File: src/rtl/pdg_pkg.sv
// Package: shared constants and types of the PWM dead-time and fault guard.
// Assumes an 8-bit register bus with a 3-bit address.
package pdg_pkg;
    localparam int unsigned REG_W  = 8;
    localparam int unsigned ADDR_W = 3;

    localparam logic [ADDR_W-1:0] A_MODE = 3'd0;
    localparam logic [ADDR_W-1:0] A_MASK = 3'd1;
    localparam logic [ADDR_W-1:0] A_FCTL = 3'd2;
    localparam logic [ADDR_W-1:0] A_STAT = 3'd3;
    localparam logic [ADDR_W-1:0] A_DTLO = 3'd4;
    localparam logic [ADDR_W-1:0] A_DTHI = 3'd5;

    typedef enum logic [1:0] {
        FA_NONE = 2'b00,
        FA_LOW  = 2'b01,
        FA_RSVD = 2'b10,
        FA_KILL = 2'b11
    } fact_e;
endpackage

File: src/rtl/pdg_dtgen.sv
// Module: one dead-time generator. Splits a waveform into high-side and
// low-side drives. On each input change both drives drop and a countdown
// is loaded (rise count for a rising edge, fall count for a falling one).
// The drives follow the waveform again once the countdown is zero.
// Assumes the input is synchronous to clk.
module pdg_dtgen #(
    parameter int unsigned DTW = 8
) (
    input  logic           clk,
    input  logic           rst_n,
    input  logic           w_in,
    input  logic [DTW-1:0] dt_rise,
    input  logic [DTW-1:0] dt_fall,
    output logic           hs_out,
    output logic           ls_out
);
    logic           w_q;
    logic [DTW-1:0] cnt_q;
    logic           edge_now;

    // detect a level change against the previous sample
    assign edge_now = w_in ^ w_q;

    // gap counter and registered drives
    always_ff @(posedge clk) begin
        if (!rst_n) begin
            w_q    <= 1'b0;
            cnt_q  <= '0;
            hs_out <= 1'b0;
            ls_out <= 1'b0;
        end else begin
            w_q <= w_in;
            if (edge_now) begin
                cnt_q  <= w_in ? dt_rise : dt_fall;
                hs_out <= 1'b0;
                ls_out <= 1'b0;
            end else if (cnt_q != '0) begin
                cnt_q  <= cnt_q - 1'b1;
                hs_out <= 1'b0;
                ls_out <= 1'b0;
            end else begin
                hs_out <= w_in;
                ls_out <= ~w_in;
            end
        end
    end


    no_overlap_chk: assert property (@(posedge clk) disable iff (!rst_n)
        !(hs_out && ls_out));


    edge_blank_chk: assert property (@(posedge clk) disable iff (!rst_n)
        (w_in != w_q) |=> (!hs_out && !ls_out));
endmodule

File: src/rtl/pdg_fault.sv
// Module: fault detector. ORs the masked events into one fault condition,
// keeps the sticky flag (cleared by software), keeps the cycle-by-cycle
// hold (released on a fault-free period tick), and derives the force-low
// and clear-enables requests from the selected action.
// Assumes events are synchronous single-cycle or level signals.
module pdg_fault #(
    parameter int unsigned NEVT = 8
) (
    input  logic              clk,
    input  logic              rst_n,
    input  logic [NEVT-1:0]   evt_in,
    input  logic [NEVT-1:0]   evt_mask,
    input  pdg_pkg::fact_e    fault_act,
    input  logic              cbc_mode,
    input  logic              period_tick,
    input  logic              flag_clr,
    output logic              fault_flag,
    output logic              force_low,
    output logic              kill_en
);
    import pdg_pkg::*;

    logic fault_now;
    logic hold_q;

    // any enabled event source counts as a fault
    assign fault_now = |(evt_in & evt_mask);

    // sticky flag: a fault wins over a clear in the same cycle
    always_ff @(posedge clk) begin
        if (!rst_n)          fault_flag <= 1'b0;
        else if (fault_now)  fault_flag <= 1'b1;
        else if (flag_clr)   fault_flag <= 1'b0;
    end

    // cycle-by-cycle hold: ends on a tick with no fault present
    always_ff @(posedge clk) begin
        if (!rst_n)           hold_q <= 1'b0;
        else if (fault_now)   hold_q <= 1'b1;
        else if (period_tick) hold_q <= 1'b0;
    end

    // action decode
    assign force_low = (fault_act == FA_LOW) && (cbc_mode ? hold_q : fault_flag);
    assign kill_en   = fault_now && (fault_act == FA_KILL);


    flag_set_chk: assert property (@(posedge clk) disable iff (!rst_n)
        fault_now |=> fault_flag);


    flag_keep_chk: assert property (@(posedge clk) disable iff (!rst_n)
        $fell(fault_flag) |-> $past(flag_clr));


    hold_release_chk: assert property (@(posedge clk) disable iff (!rst_n)
        $fell(hold_q) |-> ($past(period_tick) && !$past(fault_now)));
endmodule

File: src/rtl/pdg_regs.sv
// Module: register file of the guard. Holds the mode, mask, fault-control
// and dead-time registers, produces the flag-clear strobe and the read mux.
// Assumes NCH <= 4, NEVT <= 8 and DTW <= 8 (fields share 8-bit registers).
module pdg_regs #(
    parameter int unsigned NCH  = 4,
    parameter int unsigned NEVT = 8,
    parameter int unsigned DTW  = 8
) (
    input  logic                      clk,
    input  logic                      rst_n,
    input  logic                      bus_wr,
    input  logic [pdg_pkg::ADDR_W-1:0] bus_addr,
    input  logic [pdg_pkg::REG_W-1:0]  bus_wdata,
    input  logic                      fault_flag,
    input  logic                      kill_en,
    output logic [NCH-1:0]            chan_en,
    output logic                      com_mode,
    output logic                      pat_mode,
    output logic [NEVT-1:0]           evt_mask,
    output pdg_pkg::fact_e            fault_act,
    output logic                      cbc_mode,
    output logic [DTW-1:0]            dt_lo,
    output logic [DTW-1:0]            dt_hi,
    output logic                      flag_clr,
    output logic [pdg_pkg::REG_W-1:0]  bus_rdata
);
    import pdg_pkg::*;

    logic dbg_brk;
    logic sel_mode, sel_mask, sel_fctl, sel_dtlo, sel_dthi;

    // address decode of write strobes
    assign sel_mode = bus_wr && (bus_addr == A_MODE);
    assign sel_mask = bus_wr && (bus_addr == A_MASK);
    assign sel_fctl = bus_wr && (bus_addr == A_FCTL);
    assign sel_dtlo = bus_wr && (bus_addr == A_DTLO);
    assign sel_dthi = bus_wr && (bus_addr == A_DTHI);
    assign flag_clr = bus_wr && (bus_addr == A_STAT) && bus_wdata[0];

    // channel enables: a clearing fault overrides a write
    always_ff @(posedge clk) begin
        if (!rst_n)        chan_en <= '0;
        else if (kill_en)  chan_en <= '0;
        else if (sel_mode) chan_en <= bus_wdata[NCH-1:0];
    end

    // broadcast and pattern mode bits
    always_ff @(posedge clk) begin
        if (!rst_n) begin
            com_mode <= 1'b0;
            pat_mode <= 1'b0;
        end else if (sel_mode) begin
            com_mode <= bus_wdata[4];
            pat_mode <= bus_wdata[5];
        end
    end

    // fault event mask
    always_ff @(posedge clk) begin
        if (!rst_n)        evt_mask <= '0;
        else if (sel_mask) evt_mask <= bus_wdata[NEVT-1:0];
    end

    // fault control fields
    always_ff @(posedge clk) begin
        if (!rst_n) begin
            fault_act <= FA_NONE;
            cbc_mode  <= 1'b0;
            dbg_brk   <= 1'b0;
        end else if (sel_fctl) begin
            fault_act <= fact_e'(bus_wdata[1:0]);
            cbc_mode  <= bus_wdata[2];
            dbg_brk   <= bus_wdata[4];
        end
    end

    // dead-time counts (low-side one doubles as the pattern source)
    always_ff @(posedge clk) begin
        if (!rst_n) begin
            dt_lo <= '0;
            dt_hi <= '0;
        end else begin
            if (sel_dtlo) dt_lo <= bus_wdata[DTW-1:0];
            if (sel_dthi) dt_hi <= bus_wdata[DTW-1:0];
        end
    end

    // read mux, unused bits return zero
    always_comb begin
        bus_rdata = '0;
        unique case (bus_addr)
            A_MODE: begin
                bus_rdata[NCH-1:0] = chan_en;
                bus_rdata[4]       = com_mode;
                bus_rdata[5]       = pat_mode;
            end
            A_MASK: bus_rdata[NEVT-1:0] = evt_mask;
            A_FCTL: begin
                bus_rdata[1:0] = fault_act;
                bus_rdata[2]   = cbc_mode;
                bus_rdata[4]   = dbg_brk;
            end
            A_STAT: bus_rdata[0] = fault_flag;
            A_DTLO: bus_rdata[DTW-1:0] = dt_lo;
            A_DTHI: bus_rdata[DTW-1:0] = dt_hi;
            default: bus_rdata = '0;
        endcase
    end


    kill_clears_chk: assert property (@(posedge clk) disable iff (!rst_n)
        kill_en |=> (chan_en == '0));
endmodule

File: src/rtl/pwm_dt_guard.sv
// Module: top of the PWM dead-time and fault guard. Routes each timer
// waveform (or channel A in broadcast mode) through a dead-time generator,
// selects per channel between generator, raw waveform and the latched
// pattern, and applies the fault force-low override last.
// Assumes all inputs are synchronous to clk; period_tick is one cycle wide.
module pwm_dt_guard #(
    parameter int unsigned NCH  = 4,
    parameter int unsigned NEVT = 8,
    parameter int unsigned DTW  = 8
) (
    input  logic              clk,
    input  logic              rst_n,
    input  logic              bus_wr,
    input  logic [2:0]        bus_addr,
    input  logic [7:0]        bus_wdata,
    output logic [7:0]        bus_rdata,
    input  logic [NCH-1:0]    wave_in,
    input  logic              period_tick,
    input  logic [NEVT-1:0]   evt_in,
    output logic [2*NCH-1:0]  pin_out
);
    import pdg_pkg::*;

    localparam int unsigned NPIN = 2 * NCH;

    logic [NCH-1:0]  chan_en;
    logic            com_mode, pat_mode, cbc_mode;
    logic [NEVT-1:0] evt_mask;
    fact_e           fault_act;
    logic [DTW-1:0]  dt_lo, dt_hi;
    logic            flag_clr, fault_flag, force_low, kill_en;
    logic [NCH-1:0]  gen_in, gen_hs, gen_ls;
    logic [NPIN-1:0] pat_q;

    pdg_regs #(.NCH(NCH), .NEVT(NEVT), .DTW(DTW)) u_regs (
        .clk(clk), .rst_n(rst_n), .bus_wr(bus_wr), .bus_addr(bus_addr),
        .bus_wdata(bus_wdata), .fault_flag(fault_flag), .kill_en(kill_en),
        .chan_en(chan_en), .com_mode(com_mode), .pat_mode(pat_mode),
        .evt_mask(evt_mask), .fault_act(fault_act), .cbc_mode(cbc_mode),
        .dt_lo(dt_lo), .dt_hi(dt_hi), .flag_clr(flag_clr),
        .bus_rdata(bus_rdata)
    );

    pdg_fault #(.NEVT(NEVT)) u_fault (
        .clk(clk), .rst_n(rst_n), .evt_in(evt_in), .evt_mask(evt_mask),
        .fault_act(fault_act), .cbc_mode(cbc_mode), .period_tick(period_tick),
        .flag_clr(flag_clr), .fault_flag(fault_flag), .force_low(force_low),
        .kill_en(kill_en)
    );

    // one generator per channel, input picked by broadcast mode
    for (genvar k = 0; k < NCH; k++) begin : g_ch
        assign gen_in[k] = com_mode ? wave_in[0] : wave_in[k];
        pdg_dtgen #(.DTW(DTW)) u_gen (
            .clk(clk), .rst_n(rst_n), .w_in(gen_in[k]),
            .dt_rise(dt_hi), .dt_fall(dt_lo),
            .hs_out(gen_hs[k]), .ls_out(gen_ls[k])
        );
    end

    // active pattern follows the low-side register only on update events
    always_ff @(posedge clk) begin
        if (!rst_n)           pat_q <= '0;
        else if (period_tick) pat_q <= dt_lo[NPIN-1:0];
    end

    // per-channel pin selection, then the fault override
    always_comb begin
        pin_out = '0;
        for (int k = 0; k < NCH; k++) begin
            if (pat_mode) begin
                pin_out[2*k]   = pat_q[2*k]   & chan_en[k];
                pin_out[2*k+1] = pat_q[2*k+1] & chan_en[k];
            end else if (chan_en[k]) begin
                pin_out[2*k]   = gen_ls[k];
                pin_out[2*k+1] = gen_hs[k];
            end else begin
                pin_out[2*k]   = 1'b0;
                pin_out[2*k+1] = wave_in[k];
            end
        end
        if (force_low) pin_out = '0;
    end


    pat_subset_chk: assert property (@(posedge clk) disable iff (!rst_n)
        pat_mode |-> ((pin_out & ~pat_q) == '0));
endmodule

File: config.mk
export PLATFORM = sky130hd
export DESIGN_NAME = pwm_dt_guard
export DESIGN_NICKNAME = d
export VERILOG_FILES = /design/src/rtl/pdg_pkg.sv /design/src/rtl/pdg_dtgen.sv /design/src/rtl/pdg_fault.sv /design/src/rtl/pdg_regs.sv /design/src/rtl/pwm_dt_guard.sv
export SDC_FILE = /design/constraint.sdc
export NUM_CORES = 1
export LEC_CHECK = 0
export ABC_AREA = 0
export ABC_CLOCK_PERIOD_IN_PS = 2120
export BUFFER_PORTS_ARGS = -buffer_cell sky130_fd_sc_hd__buf_2
export CORE_ASPECT_RATIO = 0.7
export CORE_MARGIN = 5
export CORE_UTILIZATION = 30
export CTS_BUF_LIST = sky130_fd_sc_hd__clkbuf_4
export CTS_CLUSTER_DIAMETER = 40
export CTS_CLUSTER_SIZE = 28
export DETAILED_ROUTE_END_ITERATION = 10
export PLACE_DENSITY = 0.51
export SYNTH_ARGS = -nofsm -noshare
export SYNTH_HDL_FRONTEND = slang
export SYNTH_SLANG_ARGS = --single-unit
File: constraint.sdc
create_clock -name clk -period 2.12 [get_ports clk]
set_clock_uncertainty 0.1 [all_clocks]
set_input_delay 0.106 -clock clk [delete_from_list [all_inputs] [get_ports clk]]
set_output_delay 0.106 -clock clk [all_outputs]
set_load 0.01 [all_outputs]
==> metrics, run 1 <==
Yosys warnings=0; die height=approximately 120 um; Yosys reg bits=88; kind of critical path=reg -> out; DRT Pass-1 Iters=4; P_leak=between 0.002 and 0.0025 uW; CTS tree=built; setup TNS=0 ps; Post-synth EDFFs=0; register area=approximately 1800 um2; total CTS buffers=9; Initial DRC Count=between 400 and 500; core footprint=16400 um2; most frequent cells in the layout=dfxtp_1 (87), nand2_1 (66), buf_2 (42); Hold Path Class=in -> reg; Layout area overhead=14.5%; Routed WL per cell=about 18 um; CTS sink count=slightly below 90; Post-Syn Area=between 5000 and 6000 um2; f_max=about 0.5 GHz; asr flop ratio synth=0; Synth Flop Type=dfxtp_1; max_cap viols=0; area taken by multi-input logic gates=3080 um2; worst slew pin tran=around 640 ps; Max VDD drop=about 0.26 mV; Max Root-Sink Buffers=2; syn_area_per_cell=roughly 8.5 um2; vias in the first global route=around 4500; RSZ-0062 raised after global routing=false; first-pass GRT wire length=about 25 mm; total power=~3900 uW; final routed DRC violation total=0; Critical Path AT=1800 ps; synth unique cells=65; clk_lat worst skew=between 400 and 500 ps; nets=about 680; post-synthesis sequential area ratio=0.348; initial core utilization=0.307; Period minus WS final=2000 ps; Global Route Usage Sum=0.164; drt via density=approximately 5.3; Final Cycle Share=0.945; syn_nets=about 630; Ant. Diodes=0; gr ovfl total=0; relative max-transition margin=0.569; worst path required time=1910 ps; layout filler cell count=1707; num ports=between 40 and 50; endpoints failing hold=0; Pins Over Slew Limit=0; post-route ant nets=0; gpl congestion=around 0.88; CP endpoint kind=output pin; PortBufs=42; outcome=complete, no violations; final setup vio count=0; die width=165 um; Synth top area share=0.348; top post-synthesis cells by area=dfxtp_1 (35%), mux2i_1 (5.1%), nand2_1 (4.9%); proportion of layout cells with a drive suffix above 1=0.185; initial antenna violation count=0; DRT Wirelength=16.1 mm; Synth area leader=dfxtp_1; routed vias=between 4000 and 5000; Root Driver=clkbuf_4; crit path launch type=flip-flop; CP max FO=6; commonest non-fill, non-tap cell in the layout=dfxtp_1; Post-CTS Setup Repair Bufs=0; Pwr per Cell Area=slightly below 700 nW/um2; Die ar.=19600 um2; Worst-path clk slew=between 150 and 200 ps; Gate Count Post-Synth=~600; Final HPWL DP=approximately 12 mm; row cnt=39; pin count of the biggest net entering global routing=33; H-Tree Depth=3
-- sequential cells by signal, indices dropped and copies added (netlist names) --
| name | cells |
|---|---|
| g_ch.u_gen.cnt_q | 32 |
| g_ch.u_gen.hs_out | 4 |
| g_ch.u_gen.ls_out | 4 |
| g_ch.u_gen.w_q | 4 |
| pat_q | 8 |
| u_fault.fault_flag | 1 |
| u_fault.hold_q | 1 |
| u_regs.cbc_mode | 1 |
| u_regs.chan_en | 4 |
| u_regs.com_mode | 1 |
| u_regs.dbg_brk | 1 |
| u_regs.dt_hi | 8 |
| u_regs.dt_lo | 8 |
| u_regs.evt_mask | 8 |
| u_regs.fault_act | 2 |
| u_regs.pat_mode | 1 |
-- kinds of logic (layout without fill, tap and decap cells) --
group / after synthesis / in the layout / share of synthesized area
AND/OR/NAND/NOR: 207 / 207 / 0.210
AO/OA/AOI/OAI: 176 / 176 / 0.241
flip-flops: 88 / 88 / 0.348
buffers and inverters: 58 / 112 / 0.0470
multiplexers: 41 / 41 / 0.103
XOR/XNOR: 18 / 18 / 0.0312
adder cells (fa/ha/maj): 8 / 8 / 0.0198
-- critical path: stages, from the launching register on --
cell and delay (ps):
dfxtp_1 490, mux4_2 530, and2_1 170, buf_2 130
-- power breakdown --
part | switching [uW] | internal [uW] | total (uW)
clock network | 650 | 254 | 904
registers | 152 | 1770 | 1920
logic | 590 | 486 | 1080
-- worst paths after layout --
path | endpoint | cells past startpoint | slack, ps | startpoint
worst max-delay path | bus_rdata[3] | 3 | 120 | u_regs.dt_hi[3]$_SDFFE_PN0P_
worst min-delay path | u_fault.hold_q$_SDFFE_PN0P_ | 4 | 60 | evt_in[5]
worst max register to register | g_ch[3].u_gen.cnt_q[7]$_SDFFE_PN0P_ | 5 | 170 | u_regs.com_mode$_SDFFE_PN0P_
worst min register to register | u_fault.hold_q$_SDFFE_PN0P_ | 2 | 390 | u_fault.hold_q$_SDFFE_PN0P_
-- Yosys cell counts, types with 4 or more instances --
cell	count
a211o_1	5
a211oi_1	4
a21boi_0	30
a21o_1	5
a21oi_1	32
a221oi_1	4
a22oi_1	10
a311o_1	4
a31o_2	4
a31oi_1	5
and2_1	10
buf_2	7
clkbuf_1	19
dfxtp_1	88
ha_1	8
inv_1	25
mux2_2	7
mux2i_1	26
mux4_2	5
nand2_1	66
nand3_1	11
nor2_1	38
nor2b_1	19
nor3_1	12
nor3b_1	12
nor4_1	7
o21ai_0	28
o21ba_2	8
o22ai_1	7
o31ai_1	9
or2_2	5
or3_1	4
or4_1	4
xnor2_1	15
-- final cells by class --
class / instances / area share
Tap cell: 225 / 0.0486
Timing Repair Buffer: 70 / 0.0769
Multi-Input combinational cell: 450 / 0.532
Inverter: 27 / 0.0175
Sequential cell: 88 / 0.305
Clock buffer: 9 / 0.0117
Clock inverter: 6 / 0.00886
-- per-layer routing --
metal / GRT usage / share of wire
met3: 0.0445 / 0.077
met2: 0.224 / 0.40
met4: 0.0436 / 0.019
met5: 0 / 0
met1: 0.251 / 0.50
-- per-stage QoR --
step | worst slack [ps] | cell area (um2) | cells | hold slack, ps | utilization
after floorplan | 352 | 5060 | 596 | 151 | -
after global placement | 155 | 5550 | 850 | 287 | 0.337
after detailed placement | 80.0 | 5550 | 850 | 291 | 0.337
after CTS | 18.4 | 5770 | 875 | 23.8 | 0.351
after global routing | 28.3 | 5790 | 875 | 87.0 | 0.352
final | 117 | 5790 | 875 | 55.9 | 0.352
-- timing repair --
item / in CTS / in global routing
endpoints found under the setup margin: 6 / 17
pin swaps: 0 / 0
cloned: 0 / 0
hold endpoints to repair: 50 / 0
hold buffers: 10 / 0
gates resized for setup: 2 / 5
No activity file was read; power rests on OpenSTA's default activity.
==> run 2: changes to the inputs <==
- CORE_UTILIZATION: 30 -> 44
- PLACE_DENSITY: 0.51 -> 0.67
==> run 2 against run 1 <==
Compared with the run above: sequential power barely moved; cell area fell by 1.5%; first-iteration DRC count fell by 5.3%; critical path depth rose by 1; register-to-register slack is essentially flat; highest routed layer unchanged; sequential share of layout area increased by 0.50 points.
==> metrics, run 2 (synthesis results as in run 1) <==
vias in the first global route=4572 (+2.4%); Period minus WS final=1970 ps (-30.3 ps); CP peak stage delay=480 ps (-50 ps); num ports=43 (unchanged); PortBufs=42 (unchanged); layout filler cell count=1073 (-37%); DRT Pass-1 Iters=5 (+1); Layout area overhead=12.8%; Routed WL per cell=18.5 um (+0.93%); initial antenna violation count=0 (unchanged); crit path max-delay cell type=dfxtp_4; nets=683 (+0.29%); commonest non-fill, non-tap cell in the layout=dfxtp_1; drt via density=5.90 (+10%); pin count of the biggest net entering global routing=26 (-21%); Max VDD drop=0.329 mV (+27%); Initial DRC Count=425 (-5.3%); R2R Setup Slk=180 ps (about the same); Global Route Usage Sum=0.219 (+0.0546); initial core utilization=0.454 (+0.147); CP endpoint kind=output pin; routed vias=4765 (+1.9%); clk_lat worst skew=450 ps (-20 ps); area taken by multi-input logic gates=3060 um2 (-0.53%); Die ar.=13800 um2 (-30%); Top delay family on crit path=flip-flops; Worst-path clk slew=140 ps (-20 ps); final setup vio count=0 (unchanged); die height=99.7 um (-16%); total CTS buffers=9 (unchanged); H-Tree Depth=3 (unchanged); max_cap viols=0 (unchanged); core footprint=11100 um2 (-32%); CTS tree=built; proportion of layout cells with a drive suffix above 1=0.181 (-0.00391); relative max-transition margin=0.580 (+0.0106); Max Root-Sink Buffers=2 (unchanged); outcome=complete, no violations; register area=1770 um2 (about the same); Final HPWL DP=11.0 mm (-8.8%); crit path launch type=flip-flop; die width=138 um (-16%); Final Cycle Share=0.930 (-0.0143); P_leak=0.00210 uW (about the same); final routed DRC violation total=0 (unchanged); gr ovfl total=0 (unchanged); Post-CTS Setup Repair Bufs=0 (unchanged); Root Driver=clkbuf_4; post-route ant nets=0 (unchanged); endpoints failing hold=0 (unchanged); kind of critical path=reg -> out; most frequent cells in the layout=dfxtp_1 (86), nand2_1 (66), buf_2 (42); buffers and inverters on the worst path=1 (unchanged); crit-path cells=mux2_2, a22oi_1, nor2_1, buf_2; setup TNS=0 ps (unchanged); Hold WS=73.0 ps (+17.2 ps); gpl congestion=0.857 (-2.8%); row cnt=32 (-18%); Largest Register=g_ch.u_gen.cnt_q; DRT Wirelength=15.0 mm (-6.9%); worst path required time=1910 ps (about the same); Pwr per Cell Area=677 nW/um2 (+0.50%); first-pass GRT wire length=24.2 mm (-2.9%); Hold Path Class=in -> reg; number of flip-flops in the largest register=32 (unchanged); Pins Over Slew Limit=0 (unchanged); f_max=0.507 GHz (+1.5%); worst slew pin tran=628 ps (-15.8 ps); CTS sink count=88 (unchanged); CP max FO=12 (+6); RSZ-0062 raised after global routing=false; Critical Path AT=1770 ps (-30 ps)
[run 2: cell type report]
class	count	area share
repair buffers	72	0.0812
clock inverters	7	0.00834
well taps	153	0.0336
flip-flops and latches	88	0.310
inverters	27	0.0178
clock buffers	9	0.0118
multi-input cells	450	0.537
diodes	1	0.000439
[run 2: worst reg2reg max path, delay by kind of cell (launching register included)]
kind,cells,cell delay [ps]
AOI/OAI and AO/OA,1,160
DFF,1,390
and+or+nand+nor,3,1200
[run 2: where the power goes]
| group | switching [uW] | leakage [uW] | internal, uW |
|---|---|---|---|
| clock network | 623 | 0.0000536 | 239 |
| registers | 149 | 0.000720 | 1770 |
| logic | 589 | 0.00133 | 491 |
[run 2: timing repair]
item,CTS,global route
gates resized for setup,1,3
setup endpoints to repair,4,6
cloned,0,0
endpoints found under the hold margin,40,0
hold buffers,11,0
[run 2: through the flow]
step           setup slack (ps)  instance area, um2  power (uW)   util  cells
6_report                    148                5700        3860  0.512    807
5_1_grt                    36.2                5700        4090  0.512    806
4_1_cts                    62.7                5690        3850  0.511    806
3_5_place_dp                153                5460        2990  0.491    779
3_3_place_gp                209                5460        2960  0.491    779
2_1_floorplan               352                5060        2710      -    596
[run 2: per-layer routing]
metal / track usage / wire length, um
met3: 0.0634 / 1430
met1: 0.319 / 7120
met5: 0 / 0
met4: 0.0494 / 146
met2: 0.320 / 6270
[run 2: path summary, 6_finish.rpt]
kind,from,end,depth (start not counted)
worst min register to register,u_regs.evt_mask[2]$_SDFFE_PN0P_,u_regs.evt_mask[2]$_SDFFE_PN0P_,2
worst min-delay path,evt_in[5],u_fault.fault_flag$_SDFFE_PN0P_,4
worst max-delay path,u_regs.pat_mode$_SDFFE_PN0P_,pin_out[7],4
worst max register to register,g_ch[3].u_gen.cnt_q[2]$_SDFFE_PN0P_,g_ch[3].u_gen.cnt_q[0]$_SDFFE_PN0P_,4
==> run 3: changes to the inputs <==
- CORE_UTILIZATION: 44 -> 57
- PLACE_DENSITY: 0.67 -> not set
- PLACE_DENSITY_LB_ADDON: not set -> 0.1
==> run 3 against run 2 <==
Compared with the run above: sequential cell count stayed put; sequential power barely moved; via count about the same; highest routed layer unchanged; largest power group unchanged; critical path depth is the same; critical endpoint unchanged; critical path type unchanged.
==> metrics, run 3 (synthesis results as in run 1) <==
CP endpoint kind=output pin; Largest Register=g_ch.u_gen.cnt_q; Int Pwr=2500 uW (+0.20%); Initial DRC Count=543 (+28%); endpoints failing hold=0 (unchanged); CTS sink count=88 (unchanged); setup TNS=0 ps (unchanged); R2R Path End=g_ch[2].u_gen.cnt_q[7]$_SDFFE_PN0P_; CP max FO=11 (-1); worst slew pin tran=669 ps (+41.5 ps); Max VDD drop=0.444 mV (+35%); num ports=43 (unchanged); die height=88.8 um (-11%); Worst Hold Path EP=g_ch[0].u_gen.cnt_q[1]$_SDFFE_PN0P_; outcome=complete, no violations; RSZ-0062 raised after global routing=false; CTS tree=built; drt via density=6.16 (+4.2%); routed vias=4764 (-0.021%); final routed DRC violation total=0 (unchanged); Pins Over Slew Limit=0 (unchanged); initial core utilization=0.591 (+0.137); max_cap viols=0 (unchanged); number of flip-flops in the largest register=32 (unchanged); die width=123 um (-11%); Root Driver=clkbuf_4; R2R Setup Slk=150 ps (-30 ps); Post-CTS Setup Repair Bufs=0 (unchanged); H-Tree Depth=3 (unchanged); kind of critical path=reg -> out; f_max=0.494 GHz (-2.7%); Ant. Diodes=0 (-1); Pwr per Cell Area=683 nW/um2 (+0.87%); crit path max-delay cell type=dfxtp_2; P_leak=0.00213 uW (+1.0%); DRT Wirelength=14.5 mm (-2.8%); DRT Pass-1 Iters=5 (unchanged); Seq pwr share=0.497 (about the same); Max Root-Sink Buffers=2 (unchanged); Global Route Usage Sum=0.280 (+0.0610); Worst R2R Start=u_regs.com_mode$_SDFFE_PN0P_; pin count of the biggest net entering global routing=28 (+7.7%); worst path required time=1910 ps (about the same); initial antenna violation count=0 (unchanged); post-route ant nets=0 (unchanged); combinational share of power=0.278 (-0.002); total CTS buffers=9 (unchanged); switching share of total power=0.352 (-0.000938); Worst R2R Path Depth=6 (+2); Final HPWL DP=10.8 mm (-1.8%); proportion of layout cells with a drive suffix above 1=0.187 (+0.00584); clk_lat worst skew=450 ps (about the same); Final Cycle Share=0.956 (+0.0254); gpl congestion=0.930 (+8.5%); final setup vio count=0 (unchanged); core footprint=8550 um2 (-23%); Hold Path Origin=rst_n; vias in the first global route=4416 (-3.4%); crit-path cells=mux2_2, a22oi_1, nor2_1, buf_2; first-pass GRT wire length=23.5 mm (-2.9%); most frequent cells in the layout=dfxtp_1 (87), nand2_1 (66), buf_2 (42); Routed WL per cell=18.8 um (+1.3%); crit path launch type=flip-flop; final core utilization=0.662 (+0.149); Period minus WS final=2030 ps (+53.8 ps); Hold Path Class=in -> reg; commonest non-fill, non-tap cell in the layout=dfxtp_1; nets=684 (+0.15%); row cnt=28 (-13%); net load switching power=1360 uW (-0.21%); layout filler cell count=768 (-28%); gr ovfl total=0 (unchanged); hold depth=2 (-2); Worst-path clk slew=150 ps (about the same); Die ar.=10900 um2 (-21%); relative max-transition margin=0.552 (-0.0278); Critical Path AT=1820 ps (+50 ps); CP peak stage delay=520 ps (+40 ps); Layout area overhead=11.9%; Clock power frac=0.225 (+0.002); PortBufs=42 (unchanged)
==> run 3: how the worst max path moves through the flow <==
stage	cells after the start	to	from
after floorplan	5	g_ch[2].u_gen.cnt_q[6]$_SDFFE_PN0P_	g_ch[2].u_gen.cnt_q[2]$_SDFFE_PN0P_
after global placement	6	g_ch[3].u_gen.cnt_q[7]$_SDFFE_PN0P_	u_regs.com_mode$_SDFFE_PN0P_
after detailed placement	6	g_ch[3].u_gen.cnt_q[7]$_SDFFE_PN0P_	u_regs.com_mode$_SDFFE_PN0P_
after CTS	4	pin_out[7]	u_regs.pat_mode$_SDFFE_PN0P_
after global routing	4	pin_out[7]	u_regs.pat_mode$_SDFFE_PN0P_
final	4	pin_out[7]	u_regs.pat_mode$_SDFFE_PN0P_
==> run 3: repair_timing <==
| item | 4_1_cts | 5_1_grt |
|---|---|---|
| hold buffers | 9 | 0 |
| endpoints found under the hold margin | 40 | 0 |
| setup endpoints to repair | 2 | 1 |
| resized for setup | 1 | 1 |
==> run 3: critical path, delay by kind of cell, from the launching register on <==
family | cells | cell delay [ps]
AOI/OAI and AO/OA | 1 | 220
buffers and inverters | 1 | 150
DFF | 1 | 520
muxes | 1 | 380
and+or+nand+nor | 1 | 100
==> run 3: layer usage <==
metal	up-vias	wire length (um)	part of all wire	GRT usage
met5	-	0	0	0
met4	0	190	0.013	0.0589
met3	21	1510	0.10	0.0581
met2	224	6070	0.42	0.405
met1	2265	6780	0.47	0.429
li1	2254	-	-	-
==> run 3: cell type report <==
type | count | area, um2 | share of cell area
multi-input combinational | 450 | 3060 | 0.541
sequential | 88 | 1760 | 0.312
timing repair buffer | 73 | 465 | 0.0823
tap | 120 | 150 | 0.0265
inverter | 27 | 101 | 0.0179
clock buffer | 9 | 67.6 | 0.0119
clock inverter | 7 | 46.3 | 0.00819
==> run 3: power groups by stage <==
stage | sequential, uW | clock (uW) | combinational (uW)
global route | 1940 | 939 | 1190
floorplan | 1890 | 0 | 814
finish | 1920 | 870 | 1070
detailed placement | 1950 | 0 | 1040
global placement | 1940 | 0 | 1010
CTS | 1910 | 871 | 1060
==> run 3: metrics by stage <==
step / cells / power, uW / setup WS [ps] / hold slack (ps) / instance area [um2]
after floorplan: 596 / 2710 / 352 / 151 / 5060
after global placement: 749 / 2950 / 276 / 283 / 5450
after detailed placement: 749 / 2980 / 192 / 293 / 5450
after CTS: 774 / 3840 / 91.3 / 17.6 / 5650
after global routing: 774 / 4070 / 10.4 / 29.2 / 5660
final: 774 / 3860 / 93.7 / 47.8 / 5660
